===== config.mk =====
export PLATFORM = sky130hd
export DESIGN_NAME = branch_eval
export DESIGN_NICKNAME = d
export VERILOG_FILES = /design/src/rtl/bce_pkg.sv /design/src/rtl/bce_decode.sv /design/src/rtl/bce_cond_eval.sv /design/src/rtl/bce_target.sv /design/src/rtl/branch_eval.sv
export SDC_FILE = /design/constraint.sdc
export NUM_CORES = 1
export LEC_CHECK = 0
export ABC_AREA = 1
export BUFFER_PORTS_ARGS = -buffer_cell sky130_fd_sc_hd__clkbuf_2
export CAP_MARGIN = 10
export CORE_ASPECT_RATIO = 1.1
export CORE_UTILIZATION = 55
export DETAILED_ROUTE_END_ITERATION = 7
export PLACE_DENSITY = 0.82
export SLEW_MARGIN = 20
export SYNTH_ARGS = -nofsm -noshare
export SYNTH_HDL_FRONTEND = slang
export SYNTH_SLANG_ARGS = --single-unit

===== constraint.sdc =====
create_clock -name clk -period 2.7 [get_ports clk]
set_input_delay 0.135 -clock clk [delete_from_list [all_inputs] [get_ports clk]]
set_output_delay 0.135 -clock clk [all_outputs]
set_load 0.005 [all_outputs]

===== src/rtl/bce_pkg.sv =====
package bce_pkg;

   typedef enum logic [2:0] {
      CND_ALWAYS = 3'd0,
      CND_CARRY  = 3'd1,
      CND_OVF    = 3'd2,
      CND_PLUS   = 3'd3,
      CND_EQ     = 3'd4,
      CND_LT     = 3'd5,
      CND_LE     = 3'd6,
      CND_SGNCY  = 3'd7
   } cond_e;

   typedef struct packed {
      logic s;
      logic z;
      logic o;
      logic c;
   } flags_t;

   typedef struct packed {
      logic  hit;
      logic  back;
      logic  ext;
      logic  neg;
      cond_e cond;
   } brfields_t;

   localparam int SEL_W = 4;

endpackage


===== src/rtl/bce_decode.sv =====
module bce_decode
   import bce_pkg::*;
#(
   parameter int INSTR_W   = 16,
   parameter int CLASS_LSB = 6,
   parameter int CLASS_VAL = 8
) (
   input  logic [INSTR_W-1:0] instr,
   output brfields_t          fld,
   output logic [SEL_W-1:0]   ext_sel
);

   localparam int TAG_W = INSTR_W - CLASS_LSB;
   localparam logic [TAG_W-1:0] TAG = TAG_W'(CLASS_VAL);

   generate
      if (CLASS_LSB != 6) begin : g_bad_lsb
         $error("bce_decode: field layout needs CLASS_LSB of 6");
      end
      if (TAG_W < 1) begin : g_bad_w
         $error("bce_decode: instruction too narrow");
      end
   endgenerate

   always_comb begin
      fld.hit  = (instr[INSTR_W-1:CLASS_LSB] == TAG);
      fld.back = instr[5];
      fld.ext  = instr[4];
      fld.neg  = instr[3];
      fld.cond = cond_e'(instr[2:0]);
   end

   always_comb begin
      if (fld.hit && fld.ext)
         ext_sel = {fld.neg, fld.cond};
      else
         ext_sel = '0;
   end

endmodule


===== src/rtl/bce_cond_eval.sv =====
module bce_cond_eval
   import bce_pkg::*;
(
   input  flags_t    fl,
   input  brfields_t fld,
   input  logic      ext_in,
   output logic      pass
);

   logic raw;
   logic lt;

   assign lt = fl.s ^ fl.o;

   always_comb begin
      unique case (fld.cond)
         CND_ALWAYS: raw = 1'b1;
         CND_CARRY:  raw = fl.c;
         CND_OVF:    raw = fl.o;
         CND_PLUS:   raw = ~fl.s;
         CND_EQ:     raw = fl.z;
         CND_LT:     raw = lt;
         CND_LE:     raw = fl.z | lt;
         CND_SGNCY:  raw = fl.s ^ fl.c;
         default:    raw = 1'b0;
      endcase
   end

   assign pass = fld.ext ? ext_in : (raw ^ fld.neg);

endmodule


===== src/rtl/bce_target.sv =====
module bce_target #(
   parameter int ADDR_W    = 16,
   parameter int DISP_W    = 16,
   parameter int FALL_STEP = 2
) (
   input  logic [ADDR_W-1:0] pc,
   input  logic [DISP_W-1:0] disp,
   input  logic              back,
   input  logic              take,
   output logic [ADDR_W-1:0] nxt
);

   localparam logic [ADDR_W-1:0] STEP = ADDR_W'(FALL_STEP);
   localparam logic [ADDR_W-1:0] ONE  = ADDR_W'(1);

   logic [ADDR_W-1:0] disp_x;
   logic [ADDR_W-1:0] fall;
   logic [ADDR_W-1:0] fwd;
   logic [ADDR_W-1:0] bwd;

   generate
      if (DISP_W > ADDR_W) begin : g_bad
         $error("bce_target: displacement wider than address");
      end
      if (DISP_W == ADDR_W) begin : g_same
         assign disp_x = disp;
      end else begin : g_ext
         assign disp_x = {{(ADDR_W-DISP_W){1'b0}}, disp};
      end
   endgenerate

   assign fall = pc + STEP;
   assign fwd  = fall + disp_x;
   assign bwd  = fall - disp_x - ONE;
   assign nxt  = !take ? fall : (back ? bwd : fwd);

endmodule


===== src/rtl/branch_eval.sv =====
module branch_eval
   import bce_pkg::*;
#(
   parameter int INSTR_W = 16,
   parameter int ADDR_W  = 16,
   parameter int DISP_W  = 16,
   parameter int OUT_REG = 1
) (
   input  logic              clk,
   input  logic              rst_n,
   input  logic [INSTR_W-1:0] instr,
   input  logic [DISP_W-1:0] disp,
   input  logic [ADDR_W-1:0] pc,
   input  logic [3:0]        flags,
   input  logic              ext_in,
   output logic [3:0]        ext_sel,
   output logic              br_hit,
   output logic              taken,
   output logic [ADDR_W-1:0] next_pc
);

   localparam logic [ADDR_W-1:0] TWO = ADDR_W'(2);
   localparam logic [ADDR_W-1:0] UNO = ADDR_W'(1);

   generate
      if (OUT_REG != 0 && OUT_REG != 1) begin : g_bad_reg
         $error("branch_eval: OUT_REG must be 0 or 1");
      end
      if (ADDR_W < 2) begin : g_bad_addr
         $error("branch_eval: address too narrow");
      end
   endgenerate

   brfields_t fld;
   flags_t    fl;
   logic      pass;
   logic      go;
   logic [ADDR_W-1:0] nxt;

   assign fl = flags_t'(flags);

   bce_decode #(.INSTR_W(INSTR_W)) u_dec (
      .instr   (instr),
      .fld     (fld),
      .ext_sel (ext_sel)
   );

   bce_cond_eval u_cond (
      .fl     (fl),
      .fld    (fld),
      .ext_in (ext_in),
      .pass   (pass)
   );

   assign go = fld.hit & pass;

   bce_target #(.ADDR_W(ADDR_W), .DISP_W(DISP_W)) u_tgt (
      .pc   (pc),
      .disp (disp),
      .back (fld.back),
      .take (go),
      .nxt  (nxt)
   );

   generate
      if (OUT_REG == 1) begin : g_reg
         always_ff @(posedge clk) begin
            if (!rst_n) begin
               br_hit  <= 1'b0;
               taken   <= 1'b0;
               next_pc <= '0;
            end else begin
               br_hit  <= fld.hit;
               taken   <= go;
               next_pc <= nxt;
            end
         end


         nonbranch_quiet_chk: assert property (@(posedge clk) disable iff (!rst_n)
            !fld.hit |=> (!taken && !br_hit));


         fallthru_chk: assert property (@(posedge clk) disable iff (!rst_n)
            !go |=> (next_pc == $past(pc) + TWO));


         backward_tgt_chk: assert property (@(posedge clk) disable iff (!rst_n)
            (go && fld.back) |=> (next_pc == $past(pc) + TWO - ADDR_W'($past(disp)) - UNO));


         never_chk: assert property (@(posedge clk) disable iff (!rst_n)
            (fld.hit && !fld.ext && fld.neg && fld.cond == CND_ALWAYS) |=> !taken);


         ext_verdict_chk: assert property (@(posedge clk) disable iff (!rst_n)
            (fld.hit && fld.ext) |=> (taken == $past(ext_in)));


         sel_idle_chk: assert property (@(posedge clk) disable iff (!rst_n)
            !(fld.hit && fld.ext) |-> (ext_sel == 4'd0));
      end else begin : g_comb
         assign br_hit  = fld.hit;
         assign taken   = go;
         assign next_pc = nxt;
      end
   endgenerate

endmodule


==> reports/metrics.yaml <==
grt_setup_unrepaired: "false"
syn2layout_area_growth_pct: 20.1
postRouteAntennaNets: 0
crit_path_end_kind: "flop"
fmax_mhz: 417
syn_area_um2: 3130
irDropWorstVdd_v: 0.000217
tightest_slew_ns: 0.358
grt_pass1_wl_mm: 14.7
fp-row-count: 28
crit_chain: "clkbuf_2 -> nand4_1 -> nor2_2 -> nand2_1 -> nor2_2 -> a21o_1 -> nand2_1 -> inv_1 -> ha_1 -> buf_4 -> a21oi_1 -> nand2_1 -> a21oi_1 -> nand2_1 -> nand2_1 -> nand2_1 -> nand2_1 -> nand3_2 -> nand2_1 -> inv_1"
hold_viol: 0
clockBufferDepth: 2
fp.dieW_um: 73.9
cts_resized: 0
drt-wirelength-per-cell_um: 12.3
post_dp_cell_area_um2: 3710
slew_headroom: 0.760
cts_hold_buf: 0
grt_max_degree: 25
synth-edff-count: 0
initial_core_util: 0.576
yosys_register_bits: 18
grt_antenna_before_repair: 0
hold_class: "in -> reg"
synthArstFlopShare: 0
ys.flop_type: "dfxtp_1"
seq_area_frac_synth: 0.115
synth_nets: 662
num_io_pins: 77
synth_top_area_frac: 0.238
grt-ovfl-total: 0
cts_buffers: 3
synth.largest_area_cell: "nand2_1"
path_class: "in -> reg"
period_share: 0.888
slew_violations: 0
drive_gt1_frac: 0.189
syn_area_per_cell_um2: 5.48
path_common_cell: "nand2_1"
cap_violations: 0
die_height_um: 81.1
cts_sinks: 18
synthCells: 570
hpwl_mm: 7.45
cp_slowest_cell: "ha_1"
power_leakage_nw: 2.33
gp_congestion: 1.03
first_pass_iters: 5
crit_required_ns: 2.88
io_buffers: 76
whs_ns: 0.137
cts_setup_buffers: 0
max_stage_delay_ns: 0.31
die-area_um2: 5990
setup_viol: 0
synthMostInstantiatedCell: "nand2_1"
setup_tns_ns: 0
status: "complete, no violations"
fillers: 500
core_region_area_um2: 5430
grt.total_usage: 0.316
vias: 3827
cp-start-kind: "input port"
root_buffer: "clkbuf_8"
critPathMaxFanout: 6
clkTransAtPathRegs_ns: 0.09
first_global_vias: 3500
detail_route.iter0.violations: 336
cts_tree: "built"
cts-htree-levels: 1
worstPathArrival_ns: 2.57
nNetsFinal: 756
min_period_ns: 2.40
synthTopCellsByCount: "nand2_1 (198), inv_1 (105), nor2_1 (64)"
p_per_area_nw_per_um2: 298
synth_area_leaders: "nand2_1 (24%), ha_1 (14%), inv_1 (13%), dfxtp_1 (12%), nor2_1 (7.7%)"
antenna_cells: 0
fin_util: 0.691
yosys_warnings: 0
viasPerCell: 5.19
synth_cell_types: 37
drc: 0
design_area_um2: 3750
drt-total-wl_mm: 9.05
[layer usage]
| layer | track usage | wire length [µm] | vias up |
|---|---|---|---|
| li1 | - | - | 1936 |
| met1 | 0.378 | 3710 | 1679 |
| met2 | 0.568 | 4360 | 184 |
| met3 | 0.0335 | 712 | 28 |
| met4 | 0.135 | 268 | 0 |
| met5 | 0 | 0 | - |
[power breakdown]
part | total, mW | leakage [nW] | internal [mW] | switching (mW)
Clock | 0.214 | 0.0216 | 0.0999 | 0.115
Combinational | 0.620 | 2.16 | 0.234 | 0.386
Sequential | 0.283 | 0.149 | 0.279 | 0.00393
Total | 1.12 | 2.33 | 0.613 | 0.505
[placed cells by master, fill, tap and decap left out, types with 3 or more instances in the layout]
master,n
nor3_1,10
inv_2,4
clkbuf_2,76
nand2_2,3
o21bai_1,3
nor2_2,4
ha_1,35
inv_1,105
nand2_1,198
dfxtp_1,18
nand3_1,36
nor2_1,64
nand3_2,4
o21ai_0,15
clkbuf_8,3
a21oi_1,21
nand4_1,9
xnor2_1,3
xor2_1,9
buf_4,22
[worst paths after layout]
path              startpoint  depth (start not counted)                      to  slack, ns
setup / recovery       pc[3]                         20  next_pc[15]$_SDFF_PN0_       0.30
hold / removal         pc[0]                          3   next_pc[0]$_SDFF_PN0_       0.14
[registers in the layout, summed over array words and instances (netlist names)]
| register | count |
|---|---|
| br_hit | 1 |
| taken | 1 |
| next_pc | 16 |
[logic make-up (layout without fill, tap and decap cells)]
group	Yosys count	after routing	synth area share
AOI/OAI and AO/OA	48	48	0.0869
xor gates and xnor gates	12	12	0.0336
adders and majority gates	37	37	0.153
buffers and inverters	119	211	0.149
DFF	18	18	0.115
and+or+nand+nor	336	336	0.462
[critical path: cells and delay by family]
kind	cells	cell delay, ns
and+or+nand+nor	12	1.16
AOI/OAI and AO/OA	3	0.49
buffers and inverters	4	0.46
adders and majority gates	1	0.31
[area by class of cell]
type	instances	area, µm²	area share
Sequential cell	18	360	0.0960
Timing Repair Buffer	98	546	0.145
Tap cell	75	93.8	0.0250
Clock buffer	3	41.3	0.0110
Multi-Input combinational cell	433	2300	0.613
Inverter	110	413	0.110
[through the flow]
| step | cells | setup WS (ns) | power [mW] |
|---|---|---|---|
| 2_1_floorplan | 570 | 0.581 | 0.691 |
| 3_3_place_gp | 734 | 0.156 | 0.875 |
| 3_5_place_dp | 734 | 0.0914 | 0.892 |
| 4_1_cts | 737 | 0.367 | 1.10 |
| 5_1_grt | 737 | 0.0132 | 1.20 |
| 6_report | 737 | 0.303 | 1.12 |
No activity file was read; power rests on OpenSTA's default activity.
